[src/rtl/rpm_pkg.sv]
package rpm_pkg;
  localparam int PAGE_W     = 5;
  localparam int LOW_PAGE_W = 3;
  localparam int DATA_W     = 8;

  typedef enum logic [1:0] {
    PLACE_Q0    = 2'b00,
    PLACE_Q1    = 2'b01,
    PLACE_Q2    = 2'b10,
    PLACE_REGPG = 2'b11
  } low_place_e;

  typedef struct packed {
    low_place_e            place;
    logic [LOW_PAGE_W-1:0] page;
  } low_map_t;
endpackage

[src/rtl/rpm_regs.sv]
module rpm_regs
  import rpm_pkg::*;
(
  input  logic              clk,
  input  logic              rst,
  input  logic              io_wr_hi,
  input  logic              io_wr_mode,
  input  logic [DATA_W-1:0] io_data,
  input  logic              unlock,
  output logic [DATA_W-1:0] hi_sel,
  output low_map_t          low_map,
  output logic              lo_dis,
  output logic              hi_dis
);
  logic sec_hit, legacy_hit;
  logic unused_mode_bits;

  assign sec_hit    = io_wr_mode && unlock && (io_data[7:5] == 3'b101);
  assign legacy_hit = io_wr_mode && !sec_hit && (io_data[7:6] == 2'b10);
  assign unused_mode_bits = ^{io_data[4], io_data[1:0]};

  always_ff @(posedge clk) begin
    if (rst) begin
      hi_sel  <= '0;
      low_map <= '{place: PLACE_Q0, page: '0};
      lo_dis  <= 1'b0;
      hi_dis  <= 1'b0;
    end else begin
      if (io_wr_hi)
        hi_sel <= io_data;
      if (sec_hit)
        low_map <= low_map_t'(io_data[4:0]);
      if (legacy_hit) begin
        lo_dis <= io_data[2];
        hi_dis <= io_data[3];
      end
    end
  end
endmodule

[src/rtl/rpm_hipage.sv]
module rpm_hipage
  import rpm_pkg::*;
#(
  parameter logic [DATA_W-1:0] DISK_CODE_A = 8'd0,
  parameter logic [DATA_W-1:0] DISK_CODE_B = 8'd7,
  parameter logic [PAGE_W-1:0] BASIC_PAGE  = 5'd1,
  parameter logic [PAGE_W-1:0] DISK_PAGE   = 5'd3
) (
  input  logic [DATA_W-1:0] hi_sel,
  input  logic              disk_alt,
  output logic [PAGE_W-1:0] hi_page
);
  logic [DATA_W-1:0] disk_code;

  assign disk_code = disk_alt ? DISK_CODE_B : DISK_CODE_A;

  always_comb begin
    if (hi_sel[DATA_W-1])
      hi_page = hi_sel[PAGE_W-1:0];
    else if (hi_sel == disk_code)
      hi_page = DISK_PAGE;
    else
      hi_page = BASIC_PAGE;
  end
endmodule

[src/rtl/rpm_decode.sv]
module rpm_decode
  import rpm_pkg::*;
#(
  parameter int NQ = 4
) (
  input  logic [$clog2(NQ)-1:0] quarter,
  input  logic                  rd,
  input  logic                  wr,
  input  low_map_t              low_map,
  input  logic                  lo_dis,
  input  logic                  hi_dis,
  input  logic                  ext_dis,
  input  logic [PAGE_W-1:0]     hi_page,
  output logic                  ce,
  output logic [PAGE_W-1:0]     page,
  output logic                  regs,
  output logic                  ram
);
  localparam int QW = $clog2(NQ);
  localparam logic [QW-1:0] REG_Q  = QW'(1);
  localparam logic [QW-1:0] HIGH_Q = QW'(NQ-1);

  logic [QW-1:0] low_q;
  logic          regpg_on;
  logic [NQ-1:0] low_hit;
  logic          in_reg, lo_en, hi_en;

  assign regpg_on = (low_map.place == PLACE_REGPG);
  assign low_q    = regpg_on ? '0 : QW'(low_map.place);

  genvar q;
  generate
    for (q = 0; q < NQ; q++) begin : g_quarter
      assign low_hit[q] = (quarter == QW'(q)) && (low_q == QW'(q));
    end
  endgenerate

  assign in_reg = regpg_on && (quarter == REG_Q);
  assign lo_en  = (|low_hit) && !lo_dis;
  assign hi_en  = (quarter == HIGH_Q) && !hi_dis && !ext_dis;

  always_comb begin
    ce   = 1'b0;
    page = '0;
    regs = 1'b0;
    ram  = 1'b0;
    if (rd) begin
      if (in_reg) begin
        regs = 1'b1;
      end else if (lo_en) begin
        ce   = 1'b1;
        page = {{(PAGE_W-LOW_PAGE_W){1'b0}}, low_map.page};
      end else if (hi_en) begin
        ce   = 1'b1;
        page = hi_page;
      end else begin
        ram = 1'b1;
      end
    end else if (wr) begin
      if (in_reg)
        regs = 1'b1;
      else
        ram = 1'b1;
    end
  end
endmodule

[src/rtl/rom_page_mapper.sv]
module rom_page_mapper
  import rpm_pkg::*;
(
  input  logic              clk,
  input  logic              rst,
  input  logic [1:0]        addr_top,
  input  logic              mem_rd,
  input  logic              mem_wr,
  input  logic              io_wr_hi,
  input  logic              io_wr_mode,
  input  logic [DATA_W-1:0] io_data,
  input  logic              unlock,
  input  logic              ext_rom_dis,
  input  logic              disk_alt,
  output logic [PAGE_W-1:0] cart_page,
  output logic              cart_ce,
  output logic              reg_sel,
  output logic              ram_sel
);
  logic [DATA_W-1:0] hi_sel;
  low_map_t          low_map;
  logic              lo_dis, hi_dis;
  logic [PAGE_W-1:0] hi_page, nx_page;
  logic              nx_ce, nx_reg, nx_ram;

  rpm_regs u_regs (
    .clk(clk), .rst(rst), .io_wr_hi(io_wr_hi), .io_wr_mode(io_wr_mode),
    .io_data(io_data), .unlock(unlock), .hi_sel(hi_sel), .low_map(low_map),
    .lo_dis(lo_dis), .hi_dis(hi_dis)
  );

  rpm_hipage u_hipage (
    .hi_sel(hi_sel), .disk_alt(disk_alt), .hi_page(hi_page)
  );

  rpm_decode #(.NQ(4)) u_decode (
    .quarter(addr_top), .rd(mem_rd), .wr(mem_wr), .low_map(low_map),
    .lo_dis(lo_dis), .hi_dis(hi_dis), .ext_dis(ext_rom_dis),
    .hi_page(hi_page), .ce(nx_ce), .page(nx_page), .regs(nx_reg), .ram(nx_ram)
  );

  always_ff @(posedge clk) begin
    if (rst) begin
      cart_page <= '0;
      cart_ce   <= 1'b0;
      reg_sel   <= 1'b0;
      ram_sel   <= 1'b0;
    end else begin
      cart_page <= nx_page;
      cart_ce   <= nx_ce;
      reg_sel   <= nx_reg;
      ram_sel   <= nx_ram;
    end
  end
endmodule

[config.mk]
export PLATFORM = sky130hd
export DESIGN_NAME = rom_page_mapper
export DESIGN_NICKNAME = d
export VERILOG_FILES = /design/src/rtl/rpm_pkg.sv /design/src/rtl/rpm_regs.sv /design/src/rtl/rpm_hipage.sv /design/src/rtl/rpm_decode.sv /design/src/rtl/rom_page_mapper.sv
export SDC_FILE = /design/constraint.sdc
export NUM_CORES = 1
export LEC_CHECK = 0
export ABC_AREA = 1
export BUFFER_PORTS_ARGS = -buffer_cell sky130_fd_sc_hd__buf_2
export CELL_PAD_IN_SITES_DETAIL_PLACEMENT = 1
export CELL_PAD_IN_SITES_GLOBAL_PLACEMENT = 2
export CORE_MARGIN = 3
export CORE_UTILIZATION = 29
export CTS_BUF_LIST = sky130_fd_sc_hd__clkbuf_2
export DETAILED_ROUTE_END_ITERATION = 6
export GPL_TIMING_DRIVEN = 0
export HOLD_SLACK_MARGIN = 0.1
export PLACE_DENSITY = 0.79
export SLEW_MARGIN = 20
export SYNTH_ARGS = -nofsm -noshare
export SYNTH_HDL_FRONTEND = slang
export SYNTH_SLANG_ARGS = --single-unit
[constraint.sdc]
create_clock -name clk -period 1.45 [get_ports clk]
set_input_delay 0 -clock clk [delete_from_list [all_inputs] [get_ports clk]]
set_output_delay 0 -clock clk [all_outputs]
set_load 0.01 [all_outputs]
==> impl_metrics.csv, run 1 <==
group,metric,value,unit
status,status,"finished clean",
detailed_routing,antenna_left,0,
worst_setup_path,cp_top_family,"buffers and inverters",
placement,dp_cells,199,
worst_setup_path,cp.required,1700,ps
placement,dpl-instance-area,1140,sq um
worst_setup_path,rr_worst_depth,4,
global_route,grt.total_usage,14.0,%
min_path,min_path_cells,5,
floorplan,io_pins,27,
detailed_routing,vias,1019,
pwr,switchingPower,0.312,mW
finish,regArea,463,sq um
pwr,p_comb_share,17.9,%
logic_synthesis,avgSynthCellArea,7.44,sq um
clock_network,cts_tree,"built",
finish,final_area,1480,sq um
sta,finalSetupTns,0,ps
detailed_routing,wirelength,2.64,mm
sta,timing.fmax,702,MHz
pwr,sw_frac_of_total,27.4,%
worst_setup_path,path_depth,8,
logic_synthesis,synthTopCellsByArea,"dfxtp_1 48%, a21oi_1 9.4%, inv_1 9.0%",
worst_setup_path,cp-start-kind,"primary input",
sta,slew_violations,0,
global_route,grt_max_degree,14,
global_route,antenna_found_initial,0,
min_path,whs_endpoint,"u_regs.low_map[3]",
clock_network,cts.path.max_buffers,2,
clock_network,clk-insertion-delay-late,340,ps
logic_synthesis,synth_ff_type,"dfxtp_1",
placement,place.gp.congestion,0.779,
worst_setup_path,reg2reg_to,"reg_sel",
floorplan,core_area,3100,sq um
logic_synthesis,yosys-top-cells-count,"23 x dfxtp_1, 23 x inv_1, 19 x nand2_1, 18 x a21oi_1, 17 x o21ai_0",
pwr,p_leak,0.657,nW
logic_synthesis,netlist_instances,129,
pwr,clock_power_share,23.3,%
logic_synthesis,syn_area,960,sq um
finish,utilization,47.6,%
clock_network,clk_pin_slew,220,ps
sta,tightest_slew,315,ps
logic_synthesis,syn_nets,151,
job,drv_cap,0,
pwr,power_frac_seq,58.8,%
worst_setup_path,path_class,"primary input to register",
clock_network,cts_buffers,3,
logic_synthesis,synth_edf_count,0,
pwr,power.density,771,nW/um^2
finish,final_layout_size_suffix_gt1_share,22.8,%
min_path,hp-class,"primary input to register",
clock_network,clock-root-buffer,"clkbuf_2",
sta,finalCritPeriodShare,98.3,%
worst_setup_path,worstPathArrival,1680,ps
sta,skew,12.1,ps
detailed_routing,drc_errors,0,
sta,rsz0062_at_grt,"false",
worst_setup_path,crit_fanout,4,
sta,maxSlewHeadroom,79.0,%
logic_synthesis,synth_area_leader_cell,"dfxtp_1",
clock_network,cts.sinks,23,
finish,layout.nets,212,
logic_synthesis,synth_seq_cells,23,
sta,hold_violations,0,
detailed_routing,drt-initial-drc-count,14,
worst_setup_path,reg2reg_slack,110,ps
finish,diodes,0,
sta,fin_crit,1420,ps
finish,fill_cells,409,
worst_setup_path,slowest_stage,"dlygate4sd3_1",
logic_synthesis,synthDominantCellAreaShare,48.0,%
logic_synthesis,ys_seq_area_share,48.0,%
finish,multi_input_area,414,sq um
worst_setup_path,critPathCaptureType,"register",
placement,place_hpwl,1.80,mm
detailed_routing,wl_per_cell,11.3,microns
worst_setup_path,slowest_delay,560,ps
logic_synthesis,synth_cell_types,17,
floorplan,initial_core_util,30.9,%
logic_synthesis,synth_async_sr_flop_share,0,%
detailed_routing,viasPerCell,4.37,
detailed_routing,dr.pass1.iters,4,
worst_setup_path,critPathBufInv,3,
floorplan,die_width,63.5,microns
pwr,p_int,0.827,mW
pwr,vdd.ir_drop.worst,0.431,mV
sta,setup_viol,0,
global_route,grt.overflow.total,0,
global_route,grt_pass1_vias,1012,
finish,fin_cells,233,
min_path,hp-start,"rst",
finish,syn2layout_area_growth,54.0,%
global_route,grt_pass1_wl,4.47,mm
floorplan,die_y,63.5,microns
logic_synthesis,yosys_warnings,0,
worst_setup_path,timing.rr.start,"u_regs.low_map[3]",
worst_setup_path,crit_path_cell_trace,"dlygate4sd3_1 -> buf_2 -> nand2_1 -> nor2_2 -> nand2_1 -> o21ai_1 -> a21oi_1 -> dlygate4sd3_1",
placement,portBuffers,26,
floorplan,die-area,4040,sq um
floorplan,num_rows,20,
clock_network,htree_levels,1,
-- sequential cells by signal, summed over array words and instances, names as in the netlist --
register and cells:
reg_sel 1, u_regs.lo_dis 1, cart_ce 1, u_regs.low_map 5
ram_sel 1, cart_page 5, u_regs.hi_sel 8, u_regs.hi_dis 1
-- cells by family after synthesis --
family,synth area share [%]
AO/OA/AOI/OAI,19.8
adder cells (fa/ha/maj),3.91
AND/OR/NAND/NOR,18.4
flip-flops,48.0
buffers and inverters,9.91
-- metrics by stage --
step,power [mW],setup WS [ps],hold WS (ps)
4_1_cts,1.15,5.44,186
2_1_floorplan,0.760,154,91.1
3_5_place_dp,0.820,-32.0,211
3_3_place_gp,0.817,1.76,203
5_1_grt,1.22,19.8,223
6_report,1.14,25.3,218
-- placed cells by master (no fill, tap or decap) --
master          n
a21oi_1        18
a21oi_2         1
buf_2          26
buf_4           1
clkbuf_1        1
clkbuf_2        3
clkbuf_4        1
clkinv_2        1
dfxtp_1        21
dfxtp_2         2
dlygate4sd3_1  29
ha_1            3
inv_1          22
inv_2           1
nand2_1        18
nand2_2         2
nand3_1         3
nand3_2         1
nand3b_1        1
nor2_1         12
nor2_2          3
nor3_2          1
o21ai_0        16
o21ai_1         1
o22ai_1         1
-- final cells by class --
| class | count | share of cell area, % |
|---|---|---|
| plain buffers | 2 | 0.762 |
| clock buffers | 3 | 1.02 |
| clock inverters | 1 | 0.339 |
| inverters | 23 | 5.84 |
| multi-input cells | 81 | 28.0 |
| flip-flops and latches | 23 | 31.3 |
| well taps | 44 | 3.73 |
| repair buffers | 56 | 29.0 |
-- per-layer routing --
metal  wire (microns)  track usage, %  vias to the layer above
met2             1340            24.5                       19
met3               69            2.14                        2
li1                 -               -                      528
met1             1220            17.6                      470
met4               11            4.04                        0
met5                0               0                        -
-- worst min-delay path, cell delays in order --
cell and delay, ps:
buf_2 90, inv_1 80, clkbuf_1 200, o21ai_0 120, a21oi_1 50
-- worst max path at each step --
stage,startpoint,endpoint
3_5_place_dp,u_regs.low_map[3],cart_page[2]
3_3_place_gp,u_regs.low_map[3],cart_page[2]
5_1_grt,io_data[7],u_regs.lo_dis
2_1_floorplan,u_regs.low_map[3],cart_page[2]
4_1_cts,u_regs.low_map[3],cart_page[2]
6_report,io_wr_mode,u_regs.lo_dis
-- what timing repair did --
action	in CTS	in global routing
pin swaps	0	1
resized for setup	2	6
buffers inserted	0	1
endpoints found under the hold margin	21	0
hold buffers	29	0
endpoints found under the setup margin	6	9
-- power by group through the flow --
| stage | Clock, mW | Combinational, mW | Sequential [mW] |
|---|---|---|---|
| 2_1_floorplan | 0 | 0.0770 | 0.683 |
| 3_3_place_gp | 0 | 0.135 | 0.681 |
| 3_5_place_dp | 0 | 0.137 | 0.683 |
| 4_1_cts | 0.276 | 0.199 | 0.671 |
| 5_1_grt | 0.311 | 0.230 | 0.674 |
| 6_report | 0.266 | 0.203 | 0.670 |
(Power assumes the default switching activity.)
==> run 2, diff against run 1 <==
- CORE_ASPECT_RATIO: unset -> 0.75
- REMOVE_ABC_BUFFERS: unset -> 1
==> run 2 against run 1 <==
Effect of this change:
- clock-buffer cell count unchanged
- final area is 2.8% lower
- sequential power barely moved
- critical path depth decreased by 2
- utilization is 0.40 points lower
- final cell count down 5.6%
==> impl_metrics.csv, run 2 (synthesis results as in run 1) <==
group,metric,value,unit
status,status,"finished clean",
sta,finalCritPeriodShare,95.2,%
global_route,grt_pass1_wl,4.64,mm
finish,regArea,463,sq um
detailed_routing,top_layer,"met4",
worst_setup_path,cp.required,1720,ps
global_route,grt_pass1_vias,1078,
finish,final_layout_size_suffix_gt1_share,27.5,%
finish,final_area,1440,sq um
sta,setup_viol,0,
sta,maxSlewHeadroom,84.7,%
pwr,p_leak,0.632,nW
floorplan,die-area,4040,sq um
detailed_routing,antenna_left,0,
floorplan,core_area,3040,sq um
clock_network,cts_buffers,3,
pwr,vdd.ir_drop.worst,0.334,mV
finish,regMostFlops,"u_regs.hi_sel",
worst_setup_path,crit_path_cell_trace,"dlygate4sd3_1 -> buf_2 -> clkinvlp_4 -> nor2_2 -> nor2_1 -> dlygate4sd3_1",
finish,largest_reg_flops,8,
finish,syn2layout_area_growth,49.7,%
detailed_routing,wl_met3,129,microns
global_route,grt_max_degree,17,
clock_network,cts_tree,"built",
sta,fin_crit,1380,ps
detailed_routing,wirelength,2.77,mm
detailed_routing,vias,1007,
floorplan,die_y,55.8,microns
detailed_routing,dr.pass1.iters,4,
worst_setup_path,slowest_delay,560,ps
pwr,finalPower,1.14,mW
placement,place_hpwl,1.91,mm
sta,hold_violations,0,
worst_setup_path,critPathCaptureType,"register",
detailed_routing,drc_errors,0,
floorplan,io_pins,27,
sta,skew,5.73,ps
clock_network,cts.path.max_buffers,2,
detailed_routing,wl_met1,1.24,mm
sta,fin_hold_ws,114,ps
worst_setup_path,worstPathArrival,1650,ps
global_route,antenna_found_initial,0,
sta,rsz0062_at_grt,"true",
detailed_routing,drt-initial-drc-count,21,
sta,setup_slack,70.2,ps
job,drv_cap,0,
placement,dp_cells,191,
clock_network,clock-root-buffer,"clkbuf_2",
detailed_routing,dr_wl_met2,1.39,mm
floorplan,initial_core_util,31.6,%
finish,final_common_cell,"buf_2",
finish,reg_top3,"u_regs.hi_sel (8), cart_page (5), u_regs.low_map (5)",
clock_network,clk_pin_slew,230,ps
floorplan,die_width,72.4,microns
global_route,grt.total_usage,14.5,%
worst_setup_path,cp-start-kind,"primary input",
placement,dp_slack,-53.9,ps
finish,layout.nets,205,
placement,place.gp.congestion,0.732,
placement,dpl-instance-area,1130,sq um
sta,slew_violations,0,
worst_setup_path,crit_fanout,14,
worst_setup_path,path_class,"primary input to register",
clock_network,htree_levels,1,
worst_setup_path,cp_common_cell,"dlygate4sd3_1",
detailed_routing,viasPerCell,4.58,
finish,mostFrequentLayoutCells,"26 x buf_2, 21 x dfxtp_1, 20 x inv_1, 20 x dlygate4sd3_1",
clock_network,clk-insertion-delay-late,340,ps
global_route,grt.overflow.total,0,
worst_setup_path,slowest_stage,"dlygate4sd3_1",
finish,fill_cells,379,
placement,portBuffers,26,
sta,tightest_slew,228,ps
sta,timing.fmax,725,MHz
finish,multi_input_area,444,sq um
floorplan,num_rows,17,
clock_network,cts.sinks,23,
detailed_routing,wl_per_cell,12.6,microns
finish,fin_cells,220,
finish,diodes,0,
pwr,power.density,791,nW/um^2
min_path,hp-class,"primary input to register",
==> run 2: cell types whose count changed in the layout (fill, tap and decap cells not counted), moves of 2 or more <==
cell           previous run  this run
dlygate4sd3_1            29        20
buf_4                     1         5
clkinvlp_4                0         2
inv_1                    22        20
==> run 2: metrics by stage <==
stage                     utilization [%]  TNS [ps]
after floorplan                         -         0
after global placement               37.1     -39.9
after detailed placement             37.1     -69.1
after CTS                            44.9         0
after global routing                 47.2     -17.3
final                                47.2         0
==> run 2: worst paths after layout <==
check                          from  slack (ps)  cells past startpoint           endpoint
setup / recovery           io_wr_hi          70                      6   u_regs.hi_sel[6]
hold / removal          ext_rom_dis         110                      6            cart_ce
setup reg to reg  u_regs.low_map[3]         110                      9       cart_page[2]
hold reg to reg   u_regs.low_map[1]         460                      2  u_regs.low_map[1]
==> run 2: layout make-up <==
cell class	count	share of cell area, %
repair buffers	51	25.6
clock inverters	1	0.348
multi-input cells	81	30.9
inverters	23	6.53
clock buffers	3	1.05
flip-flops and latches	23	32.2
well taps	38	3.31
==> run 2: per-layer routing <==
layer  vias to the layer above  GRT usage, %
met4                         0          3.16
met2                        25          25.9
li1                        514             -
met3                         2          4.51
met5                         -             0
met1                       466          16.8
==> run 2: worst max-delay path: cells and delay by family <==
kind                   cells  cell delay [ps]
buffers and inverters      4             1460
AND/OR/NAND/NOR            2              190
==> run 2: timing repair <==
| item | in CTS | in global routing |
|---|---|---|
| hold buffers | 20 | 0 |
| pin swaps | 0 | 1 |
| buffers inserted | 1 | 4 |
| resized for setup | 4 | 8 |
| endpoints found under the setup margin | 6 | 8 |
| hold endpoints to repair | 23 | 0 |
==> run 2: power breakdown <==
| group | switching [mW] | internal (mW) | leakage (nW) | total (mW) |
|---|---|---|---|---|
| Clock | 0.205 | 0.0625 | 0.0164 | 0.267 |
| Sequential | 0.0117 | 0.659 | 0.189 | 0.671 |
| Combinational | 0.102 | 0.0966 | 0.427 | 0.198 |
| Total | 0.318 | 0.818 | 0.632 | 1.14 |
